==> config.mk <==
export PLATFORM = sky130hd
export DESIGN_NAME = mux_addr_front
export DESIGN_NICKNAME = d
export VERILOG_FILES = /design/src/rtl/mafe_pkg.sv /design/src/rtl/mafe_sync.sv /design/src/rtl/mafe_edge.sv /design/src/rtl/mafe_col_ctr.sv /design/src/rtl/mux_addr_front.sv
export SDC_FILE = /design/constraint.sdc
export NUM_CORES = 1
export LEC_CHECK = 0
export BUFFER_PORTS_ARGS = -buffer_cell sky130_fd_sc_hd__buf_2
export CAP_MARGIN = 5
export CELL_PAD_IN_SITES_DETAIL_PLACEMENT = 0
export CELL_PAD_IN_SITES_GLOBAL_PLACEMENT = 1
export CORE_MARGIN = 2
export CORE_UTILIZATION = 32
export DETAILED_ROUTE_END_ITERATION = 16
export PLACE_DENSITY_LB_ADDON = 0.25
export SLEW_MARGIN = 15
export SYNTH_ARGS = -nofsm -noshare
export SYNTH_HDL_FRONTEND = slang
export SYNTH_SLANG_ARGS = --single-unit
==> constraint.sdc <==
create_clock -name clk -period 2 [get_ports clk]
set_input_delay 0.3 -clock clk [delete_from_list [all_inputs] [get_ports clk]]
set_output_delay 0.3 -clock clk [all_outputs]
set_load 0.02 [all_outputs]
==> src/rtl/mafe_pkg.sv <==
package mafe_pkg;
   // order of control bits inside the synchronised bundle (MSB first)
   localparam int CTL_W = 5;
   localparam int B_MODE = 4;
   localparam int B_ROW  = 3;
   localparam int B_COL  = 2;
   localparam int B_LO   = 1;
   localparam int B_HI   = 0;
   // idle level of the control bits: mode off, strobes and lanes inactive
   localparam logic [CTL_W-1:0] CTL_IDLE = 5'b0_1111;
endpackage

==> src/rtl/mafe_sync.sv <==
module mafe_sync #(
   parameter int W      = 8,
   parameter int STAGES = 2,
   parameter logic [W-1:0] RST_VAL = '0
) (
   input  logic         clk,
   input  logic         rst_n,
   input  logic [W-1:0] d,
   output logic [W-1:0] q
);
   if (STAGES < 1) begin : g_bad_stages
      $error("mafe_sync: STAGES must be at least 1");
   end

   logic [W-1:0] pipe [STAGES];

   for (genvar i = 0; i < STAGES; i++) begin : g_stage
      if (i == 0) begin : g_first
         always_ff @(posedge clk or negedge rst_n)
            if (!rst_n) pipe[0] <= RST_VAL;
            else        pipe[0] <= d;
      end else begin : g_next
         always_ff @(posedge clk or negedge rst_n)
            if (!rst_n) pipe[i] <= RST_VAL;
            else        pipe[i] <= pipe[i-1];
      end
   end

   assign q = pipe[STAGES-1];
endmodule

==> src/rtl/mafe_edge.sv <==
module mafe_edge (
   input  logic clk,
   input  logic rst_n,
   input  logic s,
   output logic fall,
   output logic rise
);
   logic prev;

   always_ff @(posedge clk or negedge rst_n)
      if (!rst_n) prev <= 1'b1;
      else        prev <= s;

   assign fall = prev & ~s;
   assign rise = ~prev & s;
endmodule

==> src/rtl/mafe_col_ctr.sv <==
module mafe_col_ctr #(
   parameter int AW      = 10,
   parameter bit ADVANCE = 1'b1
) (
   input  logic          clk,
   input  logic          rst_n,
   input  logic          load,
   input  logic          step,
   input  logic [AW-1:0] din,
   output logic [AW-1:0] col
);
   logic [AW-1:0] col_q;

   if (ADVANCE) begin : g_advance
      // later accesses walk forward, wrapping at the top address
      always_ff @(posedge clk or negedge rst_n)
         if (!rst_n)    col_q <= '0;
         else if (load) col_q <= din;
         else if (step) col_q <= col_q + AW'(1);
   end else begin : g_restart
      // later accesses restart from the latched start column
      always_ff @(posedge clk or negedge rst_n)
         if (!rst_n)    col_q <= '0;
         else if (load) col_q <= din;
   end

   assign col = col_q;
endmodule

==> src/rtl/mux_addr_front.sv <==
module mux_addr_front
   import mafe_pkg::*;
#(
   parameter int ADDR_W      = 10,
   parameter int SYNC_STAGES = 2,
   parameter bit COL_ADVANCE = 1'b1
) (
   input  logic              clk,
   input  logic              rst_n,
   input  logic              blk_mode,
   input  logic              row_n,
   input  logic              col_n,
   input  logic [ADDR_W-1:0] addr_pins,
   input  logic              lane_lo_n,
   input  logic              lane_hi_n,
   output logic [ADDR_W-1:0] row_addr,
   output logic [ADDR_W-1:0] col_addr,
   output logic              acc_pulse,
   output logic              wr_lo,
   output logic              wr_hi
);
   localparam int BUS_W = CTL_W + ADDR_W;
   localparam logic [BUS_W-1:0] BUS_IDLE = {CTL_IDLE, {ADDR_W{1'b0}}};

   if (ADDR_W < 1 || ADDR_W > 32) begin : g_bad_aw
      $error("mux_addr_front: ADDR_W out of range");
   end
   if (SYNC_STAGES < 1) begin : g_bad_sync
      $error("mux_addr_front: SYNC_STAGES must be at least 1");
   end

   logic [BUS_W-1:0]  bus_s;
   logic [CTL_W-1:0]  ctl_s;
   logic [ADDR_W-1:0] adr_s;

   mafe_sync #(.W(BUS_W), .STAGES(SYNC_STAGES), .RST_VAL(BUS_IDLE)) u_sync (
      .clk   (clk),
      .rst_n (rst_n),
      .d     ({blk_mode, row_n, col_n, lane_lo_n, lane_hi_n, addr_pins}),
      .q     (bus_s)
   );

   assign ctl_s = bus_s[BUS_W-1:ADDR_W];
   assign adr_s = bus_s[ADDR_W-1:0];

   logic row_fall, row_rise, col_fall, col_rise_unused;

   mafe_edge u_row_edge (
      .clk (clk), .rst_n (rst_n), .s (ctl_s[B_ROW]),
      .fall (row_fall), .rise (row_rise)
   );
   mafe_edge u_col_edge (
      .clk (clk), .rst_n (rst_n), .s (ctl_s[B_COL]),
      .fall (col_fall), .rise (col_rise_unused)
   );

   logic mode_s;
   logic row_active, col_seen, sel_lo, sel_hi;
   logic accept;
   logic [ADDR_W-1:0] row_q;

   assign mode_s = ctl_s[B_MODE];
   // only an open row cycle that is not closing in this clock takes a column edge
   assign accept = mode_s & col_fall & row_active & ~row_rise;

   always_ff @(posedge clk or negedge rst_n) begin
      if (!rst_n) begin
         row_active <= 1'b0;
         col_seen   <= 1'b0;
         sel_lo     <= 1'b0;
         sel_hi     <= 1'b0;
         row_q      <= '0;
      end else if (!mode_s) begin
         row_active <= 1'b0;
         col_seen   <= 1'b0;
         sel_lo     <= 1'b0;
         sel_hi     <= 1'b0;
      end else begin
         if (row_fall) begin
            row_q      <= adr_s;
            row_active <= 1'b1;
            col_seen   <= 1'b0;
            sel_lo     <= ~ctl_s[B_LO];
            sel_hi     <= ~ctl_s[B_HI];
         end else if (row_rise) begin
            row_active <= 1'b0;
            sel_lo     <= 1'b0;
            sel_hi     <= 1'b0;
         end
         if (accept) col_seen <= 1'b1;
      end
   end

   always_ff @(posedge clk or negedge rst_n) begin
      if (!rst_n) begin
         acc_pulse <= 1'b0;
         wr_lo     <= 1'b0;
         wr_hi     <= 1'b0;
      end else begin
         acc_pulse <= accept;
         wr_lo     <= accept & sel_lo;
         wr_hi     <= accept & sel_hi;
      end
   end

   mafe_col_ctr #(.AW(ADDR_W), .ADVANCE(COL_ADVANCE)) u_col (
      .clk   (clk),
      .rst_n (rst_n),
      .load  (accept & ~col_seen),
      .step  (accept & col_seen),
      .din   (adr_s),
      .col   (col_addr)
   );

   assign row_addr = row_q;
endmodule

## Word level (Yosys, flattened, before mapping)

Cells that the tools add are included.
Widths: inputs -> output; s select.

- Output and inout port bits: 23
- Input port bits: 17
- Register bits after elaboration: 59

- Reduce and logical (&&, ||, !) cells: 2
- Mux-type cells: 12
- Equal/unequal tests: 2
- Add/subtract/negate cells: 1
- Bitwise logic cells: 17

Operators with widths:

| operator | number |
|---|---|
| $mux 10 | 2 |
| $add 10x1->10 const B | 1 |
| $and 1x1->1 | 10 |
| $mux 1 | 10 |
| $not 1->1 | 7 |
| $ne 3x3->1 const B | 2 |
| $reduce_and 2->1 | 1 |
| $reduce_bool 2->1 | 1 |

## Longest topological paths before layout

Gate-level depths: netlist (run 1).

- Depth in word-level cells: 8
- Gate-level depth with buffers: 8
- Depth with buffers taken out: 7

## Modules after synthesis

From an unflattened synthesis (run 1), not the netlist that was laid out.

- Cell total of the unflattened synthesis: 156
- Area total of the unflattened synthesis: 2190.9 um2

Modules (own cells, without submodules):

| module | cells an instance | area each (um2) | times used |
|---|---|---|---|
| mafe_sync | 45 | 873.3 | 1 |
| mux_addr_front | 44 | 668.1 | 1 |
| mafe_col_ctr | 61 | 566.8 | 1 |
| mafe_edge | 3 | 41.3 | 2 |

## Least setup slack after synthesis (run 1)

Ideal clock, no wire load.

- Path kind: register -> register
- Start: register u_row_edge.prev
- End: register u_col.col_q[2] (netlist: u_col.col[2])
- Period minus slack after synthesis: 1.563 ns
- Setup slack: 0.437 ns
- Data required time: 1.877 ns
- Path buffers: 0
- Stages on the path, launching flop included: 6
- Data arrival time: 1.441 ns
- Path through: dfstp_2 -> inv_1 -> ha_1 -> and2b_1 -> nand3_1 -> o221a_2

- Word-level cells in the longest chain between the ends: 6
- Elaborated cells on any way between the ends: 8
- Classes of those cells: mux (1); bitwise (6); reduce/logical (1)

Ends and longest elaborated chain:

| item | line | text |
|---|---|---|
| from (decl) | mafe_edge.sv:8 | `logic prev;` |
| from (signal assigned) | mafe_edge.sv:12 | `else prev <= s;` |
| $not 1->1 * | mafe_edge.sv:15 | `assign rise = ~prev & s;` |
| $and 1x1->1 * | mafe_edge.sv:15 |  |
| $not 1->1 * | mux_addr_front.sv:64 | `assign accept = mode_s & col_fall & row_active & ~row_rise;` |
| $and 1x1->1 * | mux_addr_front.sv:64 |  |
| $and 1x1->1, on equally long branches | mux_addr_front.sv:109, mux_addr_front.sv:110 |  |
| $mux 10 or $reduce_bool 2->1 (tied branches) | -- |  |
| to (signal assigned) | mafe_col_ctr.sv:18 | `else if (load) col_q <= din;` |
| to (signal assigned) | mafe_col_ctr.sv:19 | `else if (step) col_q <= col_q + AW'(1);` |
| to (decl) | mafe_col_ctr.sv:12 | `logic [AW-1:0] col_q;` |

Every way passes the cells marked *; elsewhere a longest branch is shown, timed or not.
A chain may end at the register's enable or synchronous reset.

## Worst setup path after layout (run 1)

Ends and elaborated chain as after synthesis.

==> metrics.txt, run 1 <==
area occupied by registers=1490 µm²; Power Total=3.08 mW; core area=6390 µm²; vias per inst=between 4 and 5; Tmin final=1.74 ns; clk_lat worst skew=0.34 ns; Setup CP Type=register to register; status=completed; post-synthesis cell area=2130 µm²; post-cts resize count=0; ys flop type=dfrtp_1; H-tree depth=3; clock share of power=39.4%; area of the multi-input gates=604 µm²; Layout Nets=between 200 and 250; Cells after Synth=around 150; Syn Area/Cell=13.9 µm²; CTS clk-pin slew, worst paths=0.07 ns; TritonRoute pass-1 iters=4; drt first-iter violations=93; final worst path period share=86.9%; global placer's final weighted congestion=0.800; Max Root-Sink Buffers=2; Max Cap Viol=0; port bufs=39; CTS Root Buffer Type=clkbuf_8; Slew HR=67.3%; LEAKAGE=1.24 nW; FF+latch count, synth=just under 60; CP startpoint kind=register; yosys warns=0; asr flop ratio synth=100%; Unique masters post-synth=37; Power Density=1150 nW/µm²; detailed-route via count=1,372; CTS tree=yes; number of global-route vias before repair=1,440; Finished Core Util=41.9%; first-pass GRT wire length=6770 µm; Hold Vio Cnt, Final=0; hpwl dp=2830 µm; DRT antenna net count=0; largest net degree at the start of global routing=39; Gate power share=13.8%; WL/cell=14.2 µm; Remaining DRCs=0; Die Y-Extent=85.6 µm; CTS Sinks=between 50 and 60; Die ar.=about 7300 µm²; setup tns final=0 ns; sw frac=26.1%; peak supply drop=0.561 mV; fill count=620; Die Span X=85.6 µm; type of the most critical hold path=input pin to register; # rows=29; gr usage total=~12%; Antenna Cells=0; RSZ-0062 raised after global routing=false; syn_nets=173; Initial Util=33.4%; sequential area share after synthesis=between 60 and 70%; Req. time, crit path=2.23 ns; GRT overflow=0; Final Max Slew Viols=0; setup bufs post-CTS=0; cell area after layout=2680 µm²; dpl cell area=approximately 2400 µm²; sequential share of power=46.8%; cts hold-fix bufs=1; initial antenna violation count=0; Worst-Margin Slew=0.490 ns; Clock Skew=0.00972 ns; Ports=40; CTS Buf Count=9; internal cell power=2.27 mW; count of flip-flops with a built-in enable after synthesis=0; Area Growth Syn to Fin=25.5%; flop-to-flop setup slack=0.26 ns; drt total wl=4060 µm; sw power=0.803 mW; Finish-stage setup viols=0; fmax=around 580 MHz; worst-path fanout max=6; crit path DAT=1.97 ns; share of cells above drive strength 1=40.2%; nature of the critical path endpoint=register
==> path summary, 6_finish.rpt <==
kind	depth (start not counted)	start	endpoint
max in group asynchronous	3	rst_n	u_sync.q[10]$_DFF_PN1_
min reg2reg	0	u_sync.pipe[21]$_DFF_PN0_	u_sync.q[6]$_DFF_PN0_
min	1	col_n	u_sync.pipe[27]$_DFF_PN1_
max reg2reg	5	u_row_edge.prev$_DFF_PN1_	u_col.col[2]$_DFFE_PN0P_
min in group asynchronous	2	rst_n	row_addr[3]$_DFFE_PN0P_
max	5	u_row_edge.prev$_DFF_PN1_	u_col.col[2]$_DFFE_PN0P_
==> cells in the mapped netlist, drive strengths merged (3+ instances only) <==
library cell  number  area, µm²
nor2              14       52.6
and4               3       26.3
a21oi              6       30.0
dfrtp             49       1230
nor2b              3       18.8
o22ai              4       25.0
ha                 3       37.5
nand3              3       15.0
nor3               5       30.0
a22oi              3       22.5
o21ai              3       15.0
inv                4       17.5
mux2              10        113
dfstp             10        263
nand2              7       33.8
nand4              3       18.8
==> flip-flops by register name, summed over array words and instances (netlist names), 10 cells and up <==
signal and cells:
u_sync.pipe 15, u_col.col 10, row_addr 10, u_sync.q 15
==> layout make-up <==
type / count / share of cell area (%)
Sequential cell: 59 / 55.7
Multi-Input combinational cell: 87 / 22.6
Timing Repair Buffer: 43 / 8.98
Clock buffer: 12 / 5.80
Tap cell: 77 / 3.60
Clock inverter: 4 / 2.71
Inverter: 4 / 0.655
==> stage by stage <==
| step | hold WS [ns] | worst slack [ns] | cells |
|---|---|---|---|
| floorplan | 0.00441 | 0.437 | 153 |
| global placement | 0.280 | 0.311 | 269 |
| detailed placement | 0.294 | 0.267 | 269 |
| CTS | 0.0345 | 0.267 | 286 |
| global route | 0.0313 | 0.154 | 286 |
| finish | 0.0596 | 0.262 | 286 |
==> worst max-delay path: stages (launching register included) <==
cell and delay [ns]:
dfstp_2 0.53, inv_1 0.04, ha_1 0.19, and2b_1 0.30
nand3_1 0.26, o221a_2 0.31
==> cell usage in the layout, fill, tap and decap left out, types with 2 or more instances in the layout <==
| cell type | instances |
|---|---|
| and3_1 | 2 |
| nor2_1 | 14 |
| and4_1 | 3 |
| inv_1 | 3 |
| nor3_1 | 4 |
| mux2i_1 | 2 |
| buf_2 | 39 |
| nand2_1 | 6 |
| clkbuf_8 | 11 |
| nor4_1 | 2 |
| mux2_2 | 10 |
| o22ai_1 | 4 |
| o21ai_0 | 3 |
| ha_1 | 3 |
| nand3_1 | 3 |
| buf_4 | 2 |
| dfstp_2 | 10 |
| a22oi_1 | 3 |
| bufinv_16 | 2 |
| a31oi_1 | 2 |
| dfrtp_1 | 49 |
| nor2b_1 | 3 |
| nand4_1 | 3 |
| a21oi_1 | 6 |
| nand2b_1 | 2 |
==> routing by layer <==
metal	wire length (µm)	vias up	track usage (%)
met4	71	0	9.52
met1	1740	670	14.8
met5	0	-	0
met3	310	9	4.81
li1	-	651	-
met2	1940	42	18.3
==> power groups by stage <==
stage | clock network [mW] | registers, mW | logic (mW)
final | 1.21 | 1.44 | 0.426
after floorplan | 0 | 1.54 | 0.162
after global routing | 1.31 | 1.46 | 0.466
after CTS | 1.26 | 1.44 | 0.433
after detailed placement | 0 | 1.46 | 0.429
after global placement | 0 | 1.45 | 0.424
==> logic make-up (layout without fill, tap and decap cells) <==
| kind of cell | count (synthesis) | after routing | synth area share, % |
|---|---|---|---|
| compound gates | 23 | 23 | 7.10 |
| fa+ha+maj | 3 | 3 | 1.76 |
| buf+inv | 7 | 63 | 1.76 |
| flops | 59 | 59 | 69.9 |
| mux | 12 | 12 | 6.22 |
| simple gates | 49 | 49 | 13.3 |
(Power assumes the default switching activity.)
==> run 2: changes to the inputs <==
--- a/config.mk
+++ b/config.mk
@@ -5,12 +5,13 @@
 export SDC_FILE = /design/constraint.sdc
 export NUM_CORES = 1
 export LEC_CHECK = 0
+export ABC_AREA = 1
 export BUFFER_PORTS_ARGS = -buffer_cell sky130_fd_sc_hd__buf_2
 export CAP_MARGIN = 5
 export CELL_PAD_IN_SITES_DETAIL_PLACEMENT = 0
 export CELL_PAD_IN_SITES_GLOBAL_PLACEMENT = 1
 export CORE_MARGIN = 2
-export CORE_UTILIZATION = 32
+export CORE_UTILIZATION = 35
 export DETAILED_ROUTE_END_ITERATION = 16
 export PLACE_DENSITY_LB_ADDON = 0.25
 export SLEW_MARGIN = 15
==> constraint.sdc (replaced) <==
create_clock -name clk -period 2 [get_ports clk]
set_input_delay 0.2 -clock clk [delete_from_list [all_inputs] [get_ports clk]]
set_output_delay 0.2 -clock clk [all_outputs]
set_load 0.02 [all_outputs]
==> metrics.txt, run 2 <==
RSZ-0062 raised after global routing=false; WL/cell=11.7 µm; largest net degree at the start of global routing=60; core area=around 6000 µm²; hold path depth=0; Worst-Margin Slew=0.414 ns; CTS Buf Count=9; Die Span X=82.7 µm; Max Cap Viol=0; gr usage total=approximately 14%; Clock Skew=0.00395 ns; DRT antenna net count=0; clk_lat worst skew=0.33 ns; sequential area share after synthesis=a little under 70%; area leader, netlist=dfrtp_1; drt total wl=4120 µm; sequential share of power=between 40% and 50%; Setup CP Type=register to register; Max Root-Sink Buffers=2; synth top area cells=dfrtp_1 (57%), dfstp_2 (12%), nand2_1 (11%), inv_1 (4.7%), o21ai_0 (3.9%); syn_nets=229; Die ar.=6840 µm²; fill count=588; Final Max Slew Viols=0; cells on worst reg2reg path=8; H-tree depth=3; fin cells=353; Gate power share=13.5%; final setup margin=0.386 ns; Req. time, crit path=between 2 and 2.5 ns; Area Growth Syn to Fin=31.4%; sw power=0.798 mW; sw frac=26.3%; area occupied by registers=1490 µm²; most common cell in the synthesized netlist=nand2_1; Remaining DRCs=0; crit path DAT=1.84 ns; vias per inst=4.25; final worst path period share=80.7%; internal cell power=2.24 mW; Layout Nets=293; Min Hold Slack=0.347 ns; Syn Area/Cell=10.4 µm²; Antenna Cells=0; Finish-stage setup viols=0; FF+latch count, synth=~60; detailed-route via count=between 1,000 and 1,500; commonest cells after routing, fill and taps aside=nand2_1 (61), dfrtp_1 (49), buf_2 (39), inv_1 (27), o21ai_0 (17); number of placed instances, taps included=approximately 320; area of the multi-input gates=544 µm²; global placer's final weighted congestion=0.717; share of cells above drive strength 1=25.5%; status=completed; LEAKAGE=about 1.5 nW; number of global-route vias before repair=roughly 1,400; port bufs=39; Place WS=between 0.3 and 0.4 ns; Cells after Synth=209; top-area cell type share of the netlist area=a little under three fifths; CTS clk-pin slew, worst paths=about 0.06 ns; most common cell after layout, fill and taps aside=nand2_1; most common library cells after synthesis=nand2_1 (61), dfrtp_1 (49), inv_1 (27); TritonRoute pass-1 iters=4; Initial Util=36.4%; asr flop ratio synth=100%; cell area after layout=2850 µm²; yosys warns=0; Slew HR=between 70 and 80%; CTS tree=yes; Power Density=approximately 1100 nW/µm²; drt first-iter violations=88; CTS Root Buffer Type=clkbuf_8; # rows=28; ys flop type=dfrtp_1; nature of the critical path endpoint=register; Tmin final=1.61 ns; Unique masters post-synth=21; type of the most critical hold path=register to register; count of flip-flops with a built-in enable after synthesis=0; fmax=between 600 and 700 MHz; peak supply drop=between 0.4 and 0.5 mV; initial antenna violation count=0; clock share of power=40.1%; setup bufs post-CTS=0; CTS Sinks=59; first-pass GRT wire length=6930 µm; setup tns final=0 ns; Ports=40; CP startpoint kind=register; Die Y-Extent=~83 µm; dpl cell area=2460 µm²; worst-path fanout max=15; GRT overflow=0; hpwl dp=2720 µm; post-synthesis cell area=approximately 2200 µm²; Hold Vio Cnt, Final=0
[run 2: changes by cell type in the layout (fill, tap and decap cells not counted), moves of 4 or more]
cell           previous run  this run
a21oi_1                   6         2
dlygate4sd3_1             1        16
inv_1                     3        27
mux2_2                   10         0
nand2_1                   6        61
nand3_1                   3        11
o21ai_0                   3        17
[run 2: cell families (layout without fill, tap and decap cells)]
family	Yosys count	after routing	share of synthesized area, %
buffers and inverters	33	102	6.18
and+or+nand+nor	91	91	17.7
AOI/OAI and AO/OA	23	23	5.72
adders and majority gates	3	3	1.73
DFF	59	59	68.7
[run 2: repair_timing]
action                     CTS  global route
hold endpoints to repair    64             0
hold buffers                16             0
gates resized for setup      0             0
setup endpoints to repair    0             0
[run 2: through the flow]
step	utilization, %	total power, mW
detailed placement	41.3	1.82
floorplan	-	1.64
global route	47.8	3.20
global placement	41.3	1.82
finish	47.8	3.03
CTS	47.8	3.08
[run 2: final cells by class]
cell class	instances	share of cell area, %
sequential	59	52.3
multi-input combinational	117	19.1
timing repair buffer	57	13.5
clock buffer	12	5.45
inverter	29	3.82
tap	75	3.30
clock inverter	4	2.55
[run 2: power by group through the flow]
stage          Sequential (mW)  Combinational (mW)  Clock (mW)
6_report                  1.41               0.409        1.22
3_5_place_dp              1.43               0.392           0
4_1_cts                   1.41               0.416        1.25
3_3_place_gp              1.43               0.387           0
5_1_grt                   1.42               0.466        1.31
2_1_floorplan             1.51               0.133           0
[run 2: worst paths after layout]
check	startpoint	to	slack, ns
worst max-delay path	u_row_edge.prev$_DFF_PN1_	u_col.col[3]$_DFFE_PN0P_	0.39
max in group asynchronous	rst_n	u_sync.q[11]$_DFF_PN1_	1.29
worst max register to register	u_row_edge.prev$_DFF_PN1_	u_col.col[3]$_DFFE_PN0P_	0.39
worst min register to register	u_sync.pipe[22]$_DFF_PN0_	u_sync.q[7]$_DFF_PN0_	0.35
min in group asynchronous	rst_n	u_sync.pipe[29]$_DFF_PN0_	0.38
worst min-delay path	u_sync.pipe[22]$_DFF_PN0_	u_sync.q[7]$_DFF_PN0_	0.35
[run 2: routing by layer]
layer | track usage (%) | share of wire (%) | vias to the layer above | routed length, µm
li1 | - | - | 777 | -
met1 | 19.4 | 49 | 677 | 2030
met2 | 19.7 | 43 | 34 | 1790
met3 | 3.59 | 3.8 | 11 | 157
met4 | 10.8 | 3.4 | 0 | 141
met5 | 0 | 0 | - | 0
[run 2: critical path, cell delays in order, from the launching register on]
cell	delay [ns]
dfstp_2	0.53
inv_1	0.04
ha_1	0.18
inv_1	0.08
nand4_4	0.24
inv_2	0.23
o21ai_0	0.11
nand2_1	0.07
inv_1	0.03
==> run 3: changes to the inputs <==
--- a/config.mk
+++ b/config.mk
@@ -5,7 +5,7 @@
 export SDC_FILE = /design/constraint.sdc
 export NUM_CORES = 1
 export LEC_CHECK = 0
-export ABC_AREA = 1
+export ABC_AREA = 0
 export BUFFER_PORTS_ARGS = -buffer_cell sky130_fd_sc_hd__buf_2
 export CAP_MARGIN = 5
 export CELL_PAD_IN_SITES_DETAIL_PLACEMENT = 0
==> constraint.sdc (replaced) <==
create_clock -name clk -period 1.3 [get_ports clk]
set_input_delay 0.13 -clock clk [delete_from_list [all_inputs] [get_ports clk]]
set_output_delay 0.13 -clock clk [all_outputs]
set_load 0.02 [all_outputs]
==> metrics.txt, run 3 (synthesized netlist as in run 1, its figures left out) <==
Power Density=between 1500 and 2000 nW/µm²; CTS Buf Count=9; area occupied by registers=1490 µm²; fill count=between 500 and 600; Initial Util=36.2%; final worst path period share=125%; worst-path fanout max=6; Die Y-Extent=82.0 µm; drt total wl=4680 µm; vias per inst=4.77; clk_lat worst skew=between 0.3 and 0.4 ns; GRT overflow=0; Final Max Slew Viols=0; wire length on met2=2350 µm; fmax=614 MHz; global placer's final weighted congestion=0.826; CTS tree=yes; detailed-route via count=1,531; Gate power share=18.9%; critical path's slowest cell=dfstp_2; first-pass GRT wire length=approximately 7400 µm; nature of the critical path endpoint=register; CTS Root Buffer Type=clkbuf_8; CTS clk-pin slew, worst paths=0.07 ns; share of cells above drive strength 1=between 40% and 50%; TritonRoute pass-1 iters=4; CTS Sinks=59; CP bufs+invs=3; internal cell power=3.41 mW; Req. time, crit path=1.51 ns; Max Root-Sink Buffers=2; failing checks=setup timing; Antenna Cells=0; hpwl dp=2780 µm; port bufs=39; status=complete, but fails checks; DRT antenna net count=0; most common cell after layout, fill and taps aside=dfrtp_1; DR top layer=met4; Setup CP Type=register to register; WL met3=218 µm; Max Cap Viol=0; final setup margin=-0.329 ns; crit path DAT=around 1.8 ns; Die Span X=82.0 µm; number of global-route vias before repair=1,451; H-tree depth=3; Worst-Margin Slew=0.316 ns; LEAKAGE=between 1 and 1.5 nW; type of the most critical hold path=input pin to asynchronous set/reset pin; M1 wire length=2030 µm; Slew HR=79.0%; commonest cells after routing, fill and taps aside=dfrtp_1 (47), buf_2 (39), buf_4 (17), dlygate4sd3_1 (16), nor2_1 (11); critical path's top delay family=flip-flops; initial antenna violation count=0; Die ar.=roughly 6700 µm²; Tmin final=1.63 ns; peak supply drop=0.706 mV; area of the multi-input gates=between 700 and 800 µm²; critical-path cell list=inv_2 -> ha_4 -> and2b_2 -> nand2_4 -> inv_6 -> buf_6 -> and4_1 -> nor3_1; fin cells=321; sequential share of power=46.9%; Remaining DRCs=0; sw power=approximately 1.3 mW; RSZ-0062 raised after global routing=true; Clock Skew=a little over 0.007 ns; Place WS=-0.330 ns; # rows=28; sw frac=27.2%; Ports=40; number of placed instances, taps included=278; gr usage total=15.6%; Hold Vio Cnt, Final=0; clock share of power=around 34%; Layout Nets=261; drt first-iter violations=47; core area=5890 µm²; Area Growth Syn to Fin=46.3%; largest net degree at the start of global routing=60; Finish-stage setup viols=27; CP startpoint kind=register; largest stage delay on the critical path=between 0.5 and 0.6 ns; WL/cell=approximately 15 µm
-- run 3: cell type report --
cell class,count,share of cell area (%)
flip-flops and latches,59,47.8
multi-input cells,88,24.1
repair buffers,79,18.3
clock buffers,14,4.90
well taps,75,3.01
clock inverters,2,1.12
inverters,4,0.722
-- run 3: timing repair --
action                                 in CTS  in global routing
buffers inserted                            8                  2
hold buffers                               16                  0
resized for setup                          28                  7
setup endpoints to repair                  21                 27
gates cloned                                1                  0
pin swaps                                   5                  3
endpoints found under the hold margin      64                  0
-- run 3: per-stage QoR --
step	area, µm²	TNS, ns	hold slack [ns]	util (%)	power [mW]
final	3120	-4.39	0.319	53.0	4.69
after detailed placement	2550	-3.47	0.162	43.3	2.98
after floorplan	2160	-1.77	-0.166	-	2.63
after global routing	3120	-5.53	0.350	53.0	4.91
after CTS	3070	-3.93	0.342	52.2	4.72
after global placement	2550	-2.91	0.155	43.3	2.96
-- run 3: path summary, 6_finish.rpt --
check | startpoint | end | slack [ns] | depth (start not counted)
setup / recovery | u_row_edge.prev$_DFF_PN1_ | u_col.col[5]$_DFFE_PN0P_ | -0.33 | 8
hold / removal | rst_n | wr_hi$_DFF_PN0_ | 0.32 | 3
setup reg to reg | u_row_edge.prev$_DFF_PN1_ | u_col.col[5]$_DFFE_PN0P_ | -0.33 | 8
hold reg to reg | u_sync.pipe[20]$_DFF_PN0_ | u_sync.q[5]$_DFF_PN0_ | 0.35 | 0
max in group asynchronous | rst_n | u_col_edge.prev$_DFF_PN1_ | 0.67 | 3
min in group clk | u_sync.pipe[20]$_DFF_PN0_ | u_sync.q[5]$_DFF_PN0_ | 0.35 | 0
-- run 3: worst reg2reg max path: cells and delay by family (launching register included) --
family | cells | cell delay, ns
and+or+nand+nor | 4 | 0.56
buffers and inverters | 3 | 0.26
adders and majority gates | 1 | 0.14
DFF | 1 | 0.55
-- run 3: power groups by stage --
stage,logic [mW],registers (mW),clock network [mW]
global route,0.956,2.23,1.73
finish,0.886,2.20,1.60
CTS,0.879,2.20,1.64
floorplan,0.254,2.37,0
detailed placement,0.756,2.22,0
global placement,0.742,2.21,0
-- run 3: routing by layer --
layer,vias to the layer above,GRT usage [%]
met1,756,20.4
met5,-,0
met3,8,4.07
met4,0,9.83
met2,42,22.9
li1,725,-
